[config.mk]
export PLATFORM = sky130hd
export DESIGN_NAME = gpio_ioc_port
export DESIGN_NICKNAME = d
export VERILOG_FILES = /design/src/rtl/gpio_ioc_pkg.sv /design/src/rtl/gpio_ioc_sync.sv /design/src/rtl/gpio_ioc_regs.sv /design/src/rtl/gpio_ioc_pullup.sv /design/src/rtl/gpio_ioc_change.sv /design/src/rtl/gpio_ioc_port.sv
export SDC_FILE = /design/constraint.sdc
export NUM_CORES = 1
export LEC_CHECK = 0
export BUFFER_PORTS_ARGS = -buffer_cell sky130_fd_sc_hd__buf_2
export CELL_PAD_IN_SITES_DETAIL_PLACEMENT = 1
export CELL_PAD_IN_SITES_GLOBAL_PLACEMENT = 2
export CORE_ASPECT_RATIO = 0.75
export CORE_MARGIN = 2
export CORE_UTILIZATION = 29
export CTS_BUF_LIST = sky130_fd_sc_hd__clkbuf_8
export DETAILED_ROUTE_END_ITERATION = 12
export HOLD_SLACK_MARGIN = 0.02
export MAX_ROUTING_LAYER = met4
export PLACE_DENSITY_LB_ADDON = 0.15
export REMOVE_ABC_BUFFERS = 1
export SLEW_MARGIN = 0
export SYNTH_ARGS = -nofsm -noshare
export SYNTH_HDL_FRONTEND = slang
export SYNTH_SLANG_ARGS = --single-unit
[constraint.sdc]
create_clock -name clk -period 1.5 [get_ports clk]
set_clock_uncertainty 0.05 [all_clocks]
set_input_delay 0.3 -clock clk [delete_from_list [all_inputs] [get_ports clk]]
set_output_delay 0.3 -clock clk [all_outputs]
set_load 0.1 [all_outputs]
[src/rtl/gpio_ioc_pkg.sv]
// Package: shared register-select encoding and default sizes for the I/O port.
package gpio_ioc_pkg;

    localparam int unsigned GPIO_W      = 8;
    localparam int unsigned GPIO_ADDR_W = 2;

    // Register selects; the offsets are software-visible.
    typedef enum logic [GPIO_ADDR_W-1:0] {
        SEL_PORT  = 2'd0,
        SEL_LATCH = 2'd1,
        SEL_DIR   = 2'd2,
        SEL_NONE  = 2'd3
    } reg_sel_e;

endpackage

[src/rtl/gpio_ioc_sync.sv]
// Module: gpio_ioc_sync
// A multi-stage synchronizer for a bus of independent pin levels.
// Assumes each bit is an unrelated asynchronous signal; there is no
// bus coherency. The reset value is zero on every stage.
module gpio_ioc_sync #(
    parameter int unsigned W      = 8,
    parameter int unsigned STAGES = 2
) (
    input  logic         clk,
    input  logic         rst_n,
    input  logic [W-1:0] din,
    output logic [W-1:0] dout
);

    logic [STAGES-1:0][W-1:0] chain_q;

    // Shift the raw levels through the synchronizer chain.
    always_ff @(posedge clk) begin
        if (!rst_n) begin
            chain_q <= '0;
        end else begin
            chain_q[0] <= din;
            for (int s = 1; s < STAGES; s++) begin
                chain_q[s] <= chain_q[s-1];
            end
        end
    end

    assign dout = chain_q[STAGES-1];

endmodule

[src/rtl/gpio_ioc_regs.sv]
// Module: gpio_ioc_regs
// Holds the direction register and the output latch, and decodes the bus.
// Assumes single-cycle strobes. Read data is combinational from the
// address, and pin reads return the synchronized levels. The module also
// flags a port data access (read or write) for the snapshot logic.
module gpio_ioc_regs
    import gpio_ioc_pkg::*;
#(
    parameter int unsigned W      = 8,
    parameter int unsigned ADDR_W = 2
) (
    input  logic              clk,
    input  logic              rst_n,
    input  logic [ADDR_W-1:0] bus_addr,
    input  logic              bus_wr,
    input  logic              bus_rd,
    input  logic [W-1:0]      bus_wdata,
    input  logic [W-1:0]      pins_sync,
    output logic [W-1:0]      dir_q,
    output logic [W-1:0]      latch_q,
    output logic [W-1:0]      bus_rdata,
    output logic              port_access
);

    reg_sel_e sel;
    logic     wr_latch;
    logic     wr_dir;

    // Decode the address into a register select.
    always_comb begin
        sel = reg_sel_e'(bus_addr);
    end

    // Write enables: the port data address and the latch address share the latch.
    always_comb begin
        wr_latch    = bus_wr && ((sel == SEL_PORT) || (sel == SEL_LATCH));
        wr_dir      = bus_wr && (sel == SEL_DIR);
        port_access = (bus_wr || bus_rd) && (sel == SEL_PORT);
    end

    // Direction register; ones mean input, and every pin comes out of reset as an input.
    always_ff @(posedge clk) begin
        if (!rst_n) begin
            dir_q <= '1;
        end else if (wr_dir) begin
            dir_q <= bus_wdata;
        end
    end

    // Output latch, loaded from either data address.
    always_ff @(posedge clk) begin
        if (!rst_n) begin
            latch_q <= '0;
        end else if (wr_latch) begin
            latch_q <= bus_wdata;
        end
    end

    // Read multiplexer: the port address returns pins, never the latch.
    always_comb begin
        unique case (sel)
            SEL_PORT:  bus_rdata = pins_sync;
            SEL_LATCH: bus_rdata = latch_q;
            SEL_DIR:   bus_rdata = dir_q;
            default:   bus_rdata = '0;
        endcase
    end

endmodule

[src/rtl/gpio_ioc_pullup.sv]
// Module: gpio_ioc_pullup
// Registers the global active-low pull-up control and gates it per pin
// with the direction bits. Assumes the control is a quasi-static
// configuration bit; one edge of latency is acceptable. Reset holds the
// pull-ups off.
module gpio_ioc_pullup #(
    parameter int unsigned W = 8
) (
    input  logic         clk,
    input  logic         rst_n,
    input  logic         pu_ctl_n,
    input  logic [W-1:0] dir_q,
    output logic [W-1:0] pin_pu
);

    logic pu_off_q;

    // Capture the global control; reset state is "disabled".
    always_ff @(posedge clk) begin
        if (!rst_n) begin
            pu_off_q <= 1'b1;
        end else begin
            pu_off_q <= pu_ctl_n;
        end
    end

    // Per-pin gating: a pull-up is allowed only on an input pin.
    for (genvar i = 0; i < W; i++) begin : g_pu
        assign pin_pu[i] = !pu_off_q && dir_q[i];
    end

endmodule

[src/rtl/gpio_ioc_change.sv]
// Module: gpio_ioc_change
// Change detection on pins W-1..LO. Each pin set as an input is compared
// with a snapshot that is refreshed on every port data access. The ORed
// difference sets a sticky flag. A software clear takes effect only when
// no difference is present in the same cycle, because setting wins.
module gpio_ioc_change #(
    parameter int unsigned W  = 8,
    parameter int unsigned LO = 4
) (
    input  logic         clk,
    input  logic         rst_n,
    input  logic [W-1:0] pins_sync,
    input  logic [W-1:0] dir_q,
    input  logic         port_access,
    input  logic         flag_clr,
    output logic         chg_flag
);

    localparam int unsigned NCHG = W - LO;

    logic [NCHG-1:0] snap_q;
    logic [NCHG-1:0] pin_miss;
    logic            any_miss;

    // Snapshot of the watched pins, refreshed on each port data access.
    always_ff @(posedge clk) begin
        if (!rst_n) begin
            snap_q <= '0;
        end else if (port_access) begin
            snap_q <= pins_sync[W-1:LO];
        end
    end

    // Per-pin difference; a pin set as an output is excluded.
    for (genvar i = 0; i < NCHG; i++) begin : g_cmp
        assign pin_miss[i] = dir_q[LO+i] && (pins_sync[LO+i] != snap_q[i]);
    end

    // OR the per-pin differences together.
    always_comb begin
        any_miss = |pin_miss;
    end

    // Sticky flag: set has priority over the software clear.
    always_ff @(posedge clk) begin
        if (!rst_n) begin
            chg_flag <= 1'b0;
        end else if (any_miss) begin
            chg_flag <= 1'b1;
        end else if (flag_clr) begin
            chg_flag <= 1'b0;
        end
    end

endmodule

[src/rtl/gpio_ioc_port.sv]
// Module: gpio_ioc_port (top)
// An 8-bit I/O port with a direction register, an output latch, a pin-read
// path, gated weak pull-ups and change detection on the upper pins.
// Assumes that pin_in is asynchronous and that bus strobes last one cycle.
module gpio_ioc_port
    import gpio_ioc_pkg::*;
#(
    parameter int unsigned W      = GPIO_W,
    parameter int unsigned ADDR_W = GPIO_ADDR_W,
    parameter int unsigned SYNC_N = 2,
    parameter int unsigned CHG_LO = 4
) (
    input  logic              clk,
    input  logic              rst_n,
    input  logic [ADDR_W-1:0] bus_addr,
    input  logic              bus_wr,
    input  logic              bus_rd,
    input  logic [W-1:0]      bus_wdata,
    input  logic [W-1:0]      pin_in,
    input  logic              pu_ctl_n,
    input  logic              flag_clr,
    output logic [W-1:0]      pin_out,
    output logic [W-1:0]      pin_oe,
    output logic [W-1:0]      pin_pu,
    output logic [W-1:0]      bus_rdata,
    output logic              chg_flag
);

    logic [W-1:0] pins_sync;
    logic [W-1:0] dir_q;
    logic [W-1:0] latch_q;
    logic         port_access;

    gpio_ioc_sync #(.W(W), .STAGES(SYNC_N)) u_sync (
        .clk  (clk),
        .rst_n(rst_n),
        .din  (pin_in),
        .dout (pins_sync)
    );

    gpio_ioc_regs #(.W(W), .ADDR_W(ADDR_W)) u_regs (
        .clk        (clk),
        .rst_n      (rst_n),
        .bus_addr   (bus_addr),
        .bus_wr     (bus_wr),
        .bus_rd     (bus_rd),
        .bus_wdata  (bus_wdata),
        .pins_sync  (pins_sync),
        .dir_q      (dir_q),
        .latch_q    (latch_q),
        .bus_rdata  (bus_rdata),
        .port_access(port_access)
    );

    gpio_ioc_pullup #(.W(W)) u_pullup (
        .clk     (clk),
        .rst_n   (rst_n),
        .pu_ctl_n(pu_ctl_n),
        .dir_q   (dir_q),
        .pin_pu  (pin_pu)
    );

    gpio_ioc_change #(.W(W), .LO(CHG_LO)) u_change (
        .clk        (clk),
        .rst_n      (rst_n),
        .pins_sync  (pins_sync),
        .dir_q      (dir_q),
        .port_access(port_access),
        .flag_clr   (flag_clr),
        .chg_flag   (chg_flag)
    );

    // Pad controls: the latch drives the pin, and a zero direction bit enables the driver.
    always_comb begin
        pin_out = latch_q;
        pin_oe  = ~dir_q;
    end

endmodule

==> After elaboration in Yosys (flattened, before gate mapping) <==
Cells that the tools add are included.
{ "totals": {"regBits": 38, "inputBits": 24, "out_inout_bits": 33, "elab_cells": 38} }
{ "classes": {"n_eq_ne": 6, "mux": 3, "bitwise_logic": 1, "n_reduce_logical": 21} }
{ "op_table": {"columns": ["operator", "count"], "rows": [
  ["8-bit case mux with 3 select lines", 1],
  ["1-bit logical AND", 15],
  ["8-bit inverter", 1],
  ["1-bit != test", 4],
  ["4-bit OR reduction", 1],
  ["2-bit by 1-bit equality test with 1-bit output, second input constant", 1],
  ["2-bit equality test, second input constant", 1],
  ["2-bit logical NOT", 1],
  ["1-bit logical OR", 2],
  ["1-bit 2-to-1 mux", 2],
  ["2-bit nonzero test", 1],
  ["1-bit logical NOT", 1]
]} }

==> Depth between registers and ports, before layout <==
Gate-level depths: netlist of run 1.
{ "depth": {"depth_word": 4, "ltp_mapped": 6, "depth_no_buf": 3} }

==> Modules after synthesis <==
Synthesis of run 1 repeated with hierarchy kept, for this count alone.
{ "hier_totals": {"hier_cells": 183, "area_unflattened_um2": 1631.6} }
{ "modules_own_cells": {"columns": ["mod", "instances", "cells_per_inst", "area_each_um2", "seq_area_each_um2"], "rows": [
  ["gpio_ioc_regs", 1, 102, 784.5, 320.3],
  ["gpio_ioc_sync", 1, 41, 506.7, 320.3],
  ["gpio_ioc_change", 1, 22, 234.0, 100.1],
  ["gpio_ioc_pullup", 1, 10, 76.3, 20.0],
  ["gpio_ioc_port", 1, 8, 30.0, 0.0]
]} }

==> Worst setup path before layout of run 1 <==
No wires, ideal clock.
{ "synth_timing": {"path_kind": "in2out", "start": "input port bus_addr[1]", "end": "output port bus_rdata[0]", "arrival_time_ns": 2.689, "required_time_ns": 1.150, "slack_ns": -1.539, "cell_stages": 3, "n_path_buf": 1, "path_cell_list": "buf_4 mux2i_1 o21ai_0"} }
{ "synth_between": {"elab_chain_len": 2, "word_cells_on_any_way": 4} }
{ "synth_rtl": {"columns": ["element", "line", "text"], "rows": [
  ["start, declared", "gpio_ioc_port.sv:15", "input logic [ADDR_W-1:0] bus_addr,"],
  ["2-bit equality test, or another cell as far along", "gpio_ioc_regs.sv:61", "unique case (sel)"],
  ["8-bit case mux with 3 select lines *", "gpio_ioc_regs.sv:61", null],
  ["end, declared", "gpio_ioc_port.sv:25", "output logic [W-1:0] bus_rdata,"]
]} }
Every way passes the cells marked *; elsewhere a longest branch is shown, timed or not.

==> Worst setup path in the final report of run 1 <==
{ "layout_timing": {"start": "register u_regs.dir_q[1]", "end": "output port pin_oe[1]"} }
{ "layout_between": {"elab_chain_len": 1} }
{ "layout_rtl": {"columns": ["element", "line", "text"], "rows": [
  ["start, declared", "gpio_ioc_regs.sv:19", "output logic [W-1:0] dir_q,"],
  ["start signal, assigned", "gpio_ioc_regs.sv:46", "dir_q <= bus_wdata;"],
  ["8-bit inverter", "gpio_ioc_port.sv:76", "pin_oe = ~dir_q;"],
  ["end, declared", "gpio_ioc_port.sv:23", "output logic [W-1:0] pin_oe,"]
]} }
Every way passes these cells.

==> results.toml, run 1 <==
[placement]
io_buffers = 56
place_hpwl_um = 3490
gp_routability_congestion = 0.763
placement.cell_area_um2 = 2240
pre_cts_ws_ns = -0.123

[yosys]
yosysSeqAreaShare = 0.504
syn_area_um2 = 1510
yosys_warnings = 0
synth.top_cells.by_area = "dfxtp_1 (50%), mux2i_1 (11%), and2_1 (6.6%), nor2_1 (4.2%), o21ai_0 (4.0%)"
ys_seq_elements = 38
avg_synthesized_cell_area_um2 = 9.20
yosysTopAreaCell = "dfxtp_1"
synthesis.instances = 164
synth.top_cell.area_share = 0.504
ys_types = 20

[cells_and_area]
final_util = 0.487
diode_count = 0
nets = 254
layout-drive-gt1-share = 0.439
flow.area_growth_from_synthesis_pct = 59.9
n_fill_cell = 574
design_area_um2 = 2410

[timing]
achievable-frequency_mhz = 684
unrepaired_setup_endpoints_after_global_routing = "true"
tightestPinTransition_ns = 0.502
slew_viol_final = 0
min_period_ns = 1.46
finalSetupViolations = 0
share_of_the_cycle_needed_by_the_critical_path_after_routing = 0.975
final-hold-violation-count = 0
max-slew-margin-rel = 0.667
postLayoutSetupSlackWorst_ns = 0.0374

[floorplan]
ioPinCount = 57
core_region_area_um2 = 4950
fp-row-count = 22
die_boundary_width_um = 87.3
dieHeight_um = 66.5
initial_core_util = 0.305
area_enclosed_by_the_die_boundary_um2 = 5800

[clock_network]
cts_inserted_buffers = 5
ctsRootBufferMaster = "clkbuf_8"
numClockSinks = 38
cts.htree.levels = 2
cts.reportedPaths.clkPinSlew_ns = 0.06
tritoncts = "built"
postCtsHoldBufs = 0
cts_buffer_depth = 2
worst_skew_late_latency_ns = 0.28

[min_path]
type_of_the_worst_min_delay_path = "input port to flip-flop"

[grt]
initial_antenna_violation_count = 0
globalRouteMet2Util = 0.281
largest_net_degree_at_the_start_of_global_routing = 26
globalRoute.busiestLayer = "met2"
gr-usage-met1 = 0.228
first_pass_grt_wire_length_um = 7490
groute.usage.overall = 0.179
globalRoute.totalOverflow = 0
grt.met3_usage = 0.0384
vias_in_the_first_global_route = 1523

[setup_path]
worst_path_max_delay_cell = "buf_2"
criticalPathCategory = "flip-flop to output pin"
worstSetupEndpointType = "output pin"
critical_path.cell_chain = "inv_1 > buf_2"
timing.critical_path.slowest_cell_delay_ns = 0.43
worst_path_dominant_cell_family = "buffers and inverters"
worstPathArrival_ns = 1.11
cp_num_buf_inv = 2
setup.worst_path.start_class = "flip-flop"
critical_path_peak_fanout = 3
critPathRequiredTime_ns = 1.15

[status]
outcome = "completed"

[detailed_routing]
route.antenna.remaining_nets = 0
dr.first_iter.drc_count = 21
wl_per_cell_um = 15.8
drt_pass1_iterations = 4
route.vias.total = 1396
route.detailed.drc = 0
drt-vias-per-instance = 4.81
drt_wl_total_um = 4580

[power_and_ir_drop]
cellPowerDensity_nw_per_um2 = 1060
pleak_nw = 1.16
peakVddDrop_uv = 446

[job]
maxCapViolations = 0
[area by class of cell]
| type | instances | area (um^2) | share of cell area |
|---|---|---|---|
| timing repair buffer | 70 | 749 | 0.311 |
| multi-input combinational | 106 | 704 | 0.292 |
| tap | 60 | 75.1 | 0.0311 |
| sequential | 38 | 774 | 0.321 |
| inverter | 9 | 33.8 | 0.0140 |
| clock inverter | 2 | 7.51 | 0.00311 |
| clock buffer | 5 | 68.8 | 0.0285 |
[stage by stage]
| stage | cells | power [W] | TNS [ns] | hold slack [ns] |
|---|---|---|---|---|
| floorplan | 153 | 0.00161 | -18.62 | 0.323 |
| global placement | 282 | 0.00191 | -0.724 | 0.367 |
| detailed placement | 282 | 0.00192 | -1.09 | 0.375 |
| CTS | 289 | 0.00259 | -0.000749 | 0.155 |
| global route | 290 | 0.00267 | -0.126 | 0.156 |
| finish | 290 | 0.00256 | 0 | 0.156 |
[sequential cells by signal (all words and copies together), names as in the netlist]
register,cells
u_change.chg_flag,1
u_change.snap_q,4
u_pullup.pu_off_q,1
u_regs.dir_q,8
u_regs.latch_q,8
u_sync.chain_q,8
u_sync.dout,8
[cell families after synthesis]
| kind of cell | Yosys count | share of synthesized area |
|---|---|---|
| DFF | 38 | 0.504 |
| xor gates and xnor gates | 4 | 0.0232 |
| buffers and inverters | 20 | 0.0622 |
| and+or+nand+nor | 59 | 0.198 |
| AOI/OAI and AO/OA | 27 | 0.106 |
| muxes | 16 | 0.106 |
[timing repair]
item                       4_1_cts  5_1_grt
setup endpoints to repair       16       17
pin swaps                        1        3
resized for setup               26       17
setup buffers                    0        2
[where the power goes]
group	internal (W)	switching, W	total, W
Combinational	0.000274	0.000562	0.000836
Sequential	0.00106	0.0000323	0.00109
Clock	0.000306	0.000327	0.000633
[cells in the mapped netlist, drive strengths merged]
| cell type | count |
|---|---|
| mux2i | 16 |
| or2 | 1 |
| a222oi | 1 |
| and2 | 16 |
| and3b | 1 |
| o211ai | 8 |
| xor2 | 4 |
| nor2 | 17 |
| nand2b | 2 |
| nand2 | 16 |
| inv | 9 |
| nor2b | 2 |
| dfxtp | 38 |
| or3b | 4 |
| clkbuf | 5 |
| buf | 6 |
| o21ai | 12 |
| a21oi | 6 |
[per-layer routing]
metal	part of all wire	wire (um)
met1	0.47	2160
met5	0	0
met3	0.046	209
met2	0.47	2140
met4	0.017	79
[placed cells by master, fill, tap and decap left out]
cell type and n:
dfxtp_1 27, a21oi_1 6, mux2i_1 15, a222oi_1 1, xor2_1 4, buf_2 30, inv_1 10, mux2i_2 1
nor2_1 12, o211ai_1 8, clkbuf_4 3, buf_4 11, or3b_1 4, and3b_1 1, or2_0 1, nor2b_4 1
dfxtp_2 11, clkbuf_8 5, nand2b_1 2, buf_12 23, buf_6 3, nand2_1 16, inv_2 1, nor2_2 5
o21ai_0 4, o21ai_2 7, o21ai_1 1, nor2b_1 1, and2_1 16
[path summary, 6_finish.rpt]
| kind | start | end | slack (ns) | cells past startpoint |
|---|---|---|---|---|
| worst min register to register | u_sync.chain_q[7] | u_sync.dout[7] | 0.39 | 1 |
| worst min-delay path | pu_ctl_n | u_pullup.pu_off_q | 0.16 | 2 |
| worst max register to register | u_sync.dout[4] | u_change.chg_flag | 0.25 | 4 |
| worst max-delay path | u_regs.dir_q[1] | pin_oe[1] | 0.04 | 2 |
Power figures use the tool's default switching activity.
==> run 2: changes to the inputs <==
--- a/config.mk
+++ b/config.mk
@@ -16,6 +16,7 @@
 export HOLD_SLACK_MARGIN = 0.02
 export MAX_ROUTING_LAYER = met4
 export PLACE_DENSITY_LB_ADDON = 0.15
+export RECOVER_POWER = 100
 export REMOVE_ABC_BUFFERS = 1
 export SLEW_MARGIN = 0
 export SYNTH_ARGS = -nofsm -noshare
==> run 2 against run 1 <==
Critical path depth increased by 3. Flip-flop and latch count unchanged. Clock power barely moved. Setup slack worse by 0.021 ns. Core utilization decreased by 1.9 points.
==> results.toml, run 2 (synthesized netlist as in run 1, its figures left out) <==
[timing]
final-hold-violation-count = 0
finalSetupViolations = 0
min_period_ns = 1.48
tightestPinTransition_ns = 0.644
slew_viol_final = 0
share_of_the_cycle_needed_by_the_critical_path_after_routing = 0.989
unrepaired_setup_endpoints_after_global_routing = "true"
achievable-frequency_mhz = 674
max-slew-margin-rel = 0.571
postLayoutSetupSlackWorst_ns = 0.0166

[detailed_routing]
drt_wl_total_um = 4570
wl_per_cell_um = 15.8
drt-vias-per-instance = 4.80
drt_pass1_iterations = 4
route.detailed.drc = 0
route.antenna.remaining_nets = 0
route.vias.total = 1392
dr.first_iter.drc_count = 25

[status]
outcome = "completed"

[floorplan]
core_region_area_um2 = 4950
die_boundary_width_um = 87.3
fp-row-count = 22
dieHeight_um = 66.5
initial_core_util = 0.305
ioPinCount = 57
area_enclosed_by_the_die_boundary_um2 = 5800

[grt]
initial_antenna_violation_count = 0
first_pass_grt_wire_length_um = 7490
globalRoute.totalOverflow = 0
groute.usage.overall = 0.179
vias_in_the_first_global_route = 1523
largest_net_degree_at_the_start_of_global_routing = 26

[cells_and_area]
most_used_cells_in_the_layout_excluding_fill_and_tap_cells = "buf_2 (28), dfxtp_1 (27), buf_12 (17)"
nets = 254
final_common_cell = "buf_2"
final_util = 0.468
ff_latch_area_um2 = 774
flow.area_growth_from_synthesis_pct = 53.6
diode_count = 0
multi_input_area_um2 = 704
n_fill_cell = 581
layout-drive-gt1-share = 0.426

[setup_path]
worstSetupEndpointType = "output pin"
criticalPathCategory = "input port to output pin"
critical_path_peak_fanout = 7
critPathRequiredTime_ns = 1.15
setup.worst_path.start_class = "input port"
worst-r2r-setup-slack_ns = 0.25
worstPathArrival_ns = 1.13

[min_path]
type_of_the_worst_min_delay_path = "input port to flip-flop"

[power_and_ir_drop]
cell_internal_pwr_w = 0.00161
net-switching-power_w = 0.000917
pleak_nw = 1.12
share_clk_of_total_power = 0.250
power_switching_share = 0.362
comb_power_share = 0.318
peakVddDrop_uv = 446
relative_contribution_of_sequential_cells_to_total_power = 0.432
cellPowerDensity_nw_per_um2 = 1090

[placement]
io_buffers = 56
pre_cts_ws_ns = -0.123
place_hpwl_um = 3490
gp_routability_congestion = 0.763

[clock_network]
cts_inserted_buffers = 5
ctsRootBufferMaster = "clkbuf_8"
cts.reportedPaths.clkPinSlew_ns = 0.06
worst_skew_late_latency_ns = 0.28
cts.htree.levels = 2
tritoncts = "built"
postCtsHoldBufs = 0
cts_buffer_depth = 2
numClockSinks = 38

[job]
maxCapViolations = 0
run 2: final cells by class:
class | count | share of cell area
flip-flops and latches | 38 | 0.334
multi-input cells | 106 | 0.304
repair buffers | 70 | 0.282
well taps | 60 | 0.0324
clock buffers | 5 | 0.0297
inverters | 9 | 0.0146
clock inverters | 2 | 0.00324
run 2: power by group through the flow:
stage / Sequential, W / Combinational [W] / Clock [W]
5_1_grt: 0.00110 / 0.000839 / 0.000704
4_1_cts: 0.00109 / 0.000832 / 0.000662
3_3_place_gp: 0.00111 / 0.000801 / 0
2_1_floorplan: 0.00120 / 0.000409 / 0
3_5_place_dp: 0.00111 / 0.000813 / 0
6_report: 0.00109 / 0.000804 / 0.000633
run 2: worst paths after layout:
check | depth (start not counted) | from | end
max | 5 | bus_addr[1] | bus_rdata[4]
min | 2 | pu_ctl_n | u_pullup.pu_off_q
max reg2reg | 4 | u_sync.dout[4] | u_change.chg_flag
min reg2reg | 1 | u_sync.chain_q[7] | u_sync.dout[7]
run 2: timing repair:
action / in CTS / in global routing
pin swaps: 1 / 3
endpoints found under the setup margin: 16 / 17
gates cloned: 0 / 0
resized for setup: 26 / 17
setup buffers: 0 / 2
run 2: per-layer routing:
metal  vias to the layer above  GRT usage  part of all wire
met5                         -          -                 0
met4                         0     0.0654             0.017
met3                        10     0.0384             0.047
met2                        45      0.281              0.46
met1                       661      0.228              0.48
li1                        676          -                 -
run 2: per-stage QoR:
stage	instance area, um^2	setup TNS [ns]	total power [W]	hold slack, ns	cells
2_1_floorplan	1450	-18.62	0.00161	0.323	153
3_3_place_gp	2240	-0.724	0.00191	0.367	282
3_5_place_dp	2240	-1.09	0.00192	0.375	282
4_1_cts	2370	-0.000749	0.00259	0.155	289
5_1_grt	2320	-0.178	0.00264	0.156	290
6_report	2320	0	0.00253	0.156	290
run 2: critical path, stage by stage:
cell	delay, ns
buf_4	0.15
buf_12	0.14
mux2i_2	0.15
o21ai_2	0.19
buf_12	0.20
==> run 3: changes to the inputs <==
--- a/config.mk
+++ b/config.mk
@@ -15,7 +15,7 @@
 export DETAILED_ROUTE_END_ITERATION = 12
 export HOLD_SLACK_MARGIN = 0.02
 export MAX_ROUTING_LAYER = met4
-export PLACE_DENSITY_LB_ADDON = 0.15
+export PLACE_DENSITY_LB_ADDON = 0.1
 export RECOVER_POWER = 100
 export REMOVE_ABC_BUFFERS = 1
 export SLEW_MARGIN = 0
==> constraint.sdc (replaced) <==
create_clock -name clk -period 1.5 [get_ports clk]
set_clock_uncertainty 0.05 [all_clocks]
set_input_delay 0.15 -clock clk [delete_from_list [all_inputs] [get_ports clk]]
set_output_delay 0.15 -clock clk [all_outputs]
set_load 0.1 [all_outputs]
==> run 3 against run 2 <==
Global-route usage down 0.50 points. Final cell count stayed put. Sequential power is essentially flat. Flip-flop and latch count did not move. Via count fell by 3.4%. Non-clock buffer count increased by 1. Worst hold slack got worse by 0.13 ns. Power rose by 0.11%. Largest cell class unchanged. Largest power group unchanged. Highest routed layer unchanged.
==> results.toml, run 3 (synthesized netlist as in run 1, its figures left out) <==
[status]
outcome = "completed"

[cells_and_area]
diode_count = 0
flow.area_growth_from_synthesis_pct = 43.5
layout-drive-gt1-share = 0.296
n_fill_cell = 599
most_used_cells_in_the_layout_excluding_fill_and_tap_cells = "dfxtp_1 (37), buf_2 (23), nor2_1 (17), clkbuf_2 (17)"
ff_latch_area_um2 = 762
multi_input_area_um2 = 654
final_common_cell = "dfxtp_1"
nets = 255
layoutNonFillerInstCount = 290

[detailed_routing]
wl_per_cell_um = 15.2
route.vias.total = 1344
dr.first_iter.drc_count = 74
route.antenna.remaining_nets = 0
route.detailed.drc = 0
drt_pass1_iterations = 4
drt_wl_total_um = 4420
drt-vias-per-instance = 4.63

[clock_network]
numClockSinks = 38
worst_skew_late_latency_ns = 0.29
cts_buffer_depth = 2
tritoncts = "built"
cts.reportedPaths.clkPinSlew_ns = 0.07
cts.htree.levels = 2
ctsRootBufferMaster = "clkbuf_8"
cts_inserted_buffers = 5

[grt]
first_pass_grt_wire_length_um = 7190
largest_net_degree_at_the_start_of_global_routing = 26
globalRoute.totalOverflow = 0
initial_antenna_violation_count = 0
groute.usage.overall = 0.174
vias_in_the_first_global_route = 1430

[setup_path]
setup.worst_path.start_class = "flip-flop"
criticalPathCategory = "flip-flop to output pin"
worstPathArrival_ns = 1.22
critPathRequiredTime_ns = 1.30
critical_path_peak_fanout = 3
worstSetupEndpointType = "output pin"

[power_and_ir_drop]
cellPowerDensity_nw_per_um2 = 1170
comb_power_share = 0.292
cell_internal_pwr_w = 0.00161
power_switching_share = 0.364
relative_contribution_of_sequential_cells_to_total_power = 0.429
pleak_nw = 1.07
peakVddDrop_uv = 538
share_clk_of_total_power = 0.279
net-switching-power_w = 0.000922

[timing]
tightestPinTransition_ns = 0.998
min_period_ns = 1.42
slew_viol_final = 0
max-slew-margin-rel = 0.335
unrepaired_setup_endpoints_after_global_routing = "false"
worst_hold_slack_ns = 0.0300
finalSetupViolations = 0
share_of_the_cycle_needed_by_the_critical_path_after_routing = 0.944
achievable-frequency_mhz = 706
final-hold-violation-count = 0

[floorplan]
dieHeight_um = 66.5
die_boundary_width_um = 87.3
core_region_area_um2 = 4950
fp-row-count = 22
area_enclosed_by_the_die_boundary_um2 = 5800
ioPinCount = 57
initial_core_util = 0.305

[placement]
io_buffers = 56
gp_routability_congestion = 0.746
placed_cells_incl_taps = 276
place_hpwl_um = 3140

[job]
maxCapViolations = 0

[min_path]
type_of_the_worst_min_delay_path = "input port to flip-flop"
run 3: per-layer routing:
metal	global-route usage	wire length, um	vias to the layer above
met3	0.0595	272	8
met4	0.0519	63	0
met2	0.257	1890	41
met1	0.226	2190	630
met5	-	0	-
li1	-	-	665
run 3: through the flow:
step	area [um^2]	total power, W	setup TNS, ns	setup WS, ns	util
3_3_place_gp	2120	0.00187	0	0.123	0.428
5_1_grt	2170	0.00266	0	0.0101	0.437
4_1_cts	2280	0.00261	0	0.00340	0.461
2_1_floorplan	1450	0.00161	-16.08	-1.20	-
3_5_place_dp	2120	0.00188	0	0.0886	0.428
6_report	2170	0.00253	0	0.0837	0.437
run 3: cell type report:
cell class,count,area share
Timing Repair Buffer,71,0.258
Tap cell,60,0.0347
Multi-Input combinational cell,106,0.302
Inverter,9,0.0156
Clock buffer,6,0.0381
Sequential cell,38,0.352
run 3: final timing paths:
path / from / end / slack [ns] / cells after the start
hold reg to reg: u_sync.chain_q[7] / u_sync.dout[7] / 0.38 / 1
setup reg to reg: u_change.snap_q[3] / u_change.chg_flag / 0.25 / 3
setup / recovery: u_sync.dout[4] / bus_rdata[4] / 0.08 / 3
hold / removal: pin_in[2] / u_sync.chain_q[2] / 0.03 / 2
run 3: power groups by stage:
stage / Clock, W / Sequential [W] / Combinational, W
floorplan: 0 / 0.00120 / 0.000409
global placement: 0 / 0.00111 / 0.000763
detailed placement: 0 / 0.00111 / 0.000770
CTS: 0.000735 / 0.00109 / 0.000788
global route: 0.000793 / 0.00109 / 0.000772
finish: 0.000707 / 0.00109 / 0.000738
run 3: critical path: stages, from the launching register on:
cell,delay (ns)
dfxtp_1,0.37
mux2i_1,0.09
o21ai_1,0.25
buf_12,0.21
run 3: what timing repair did:
action | 4_1_cts | 5_1_grt
hold endpoints to repair | 8 | 0
cloned | 0 | 0
endpoints found under the setup margin | 2 | 14
hold buffers | 8 | 0
buffers inserted | 0 | 0
gates resized for setup | 2 | 7
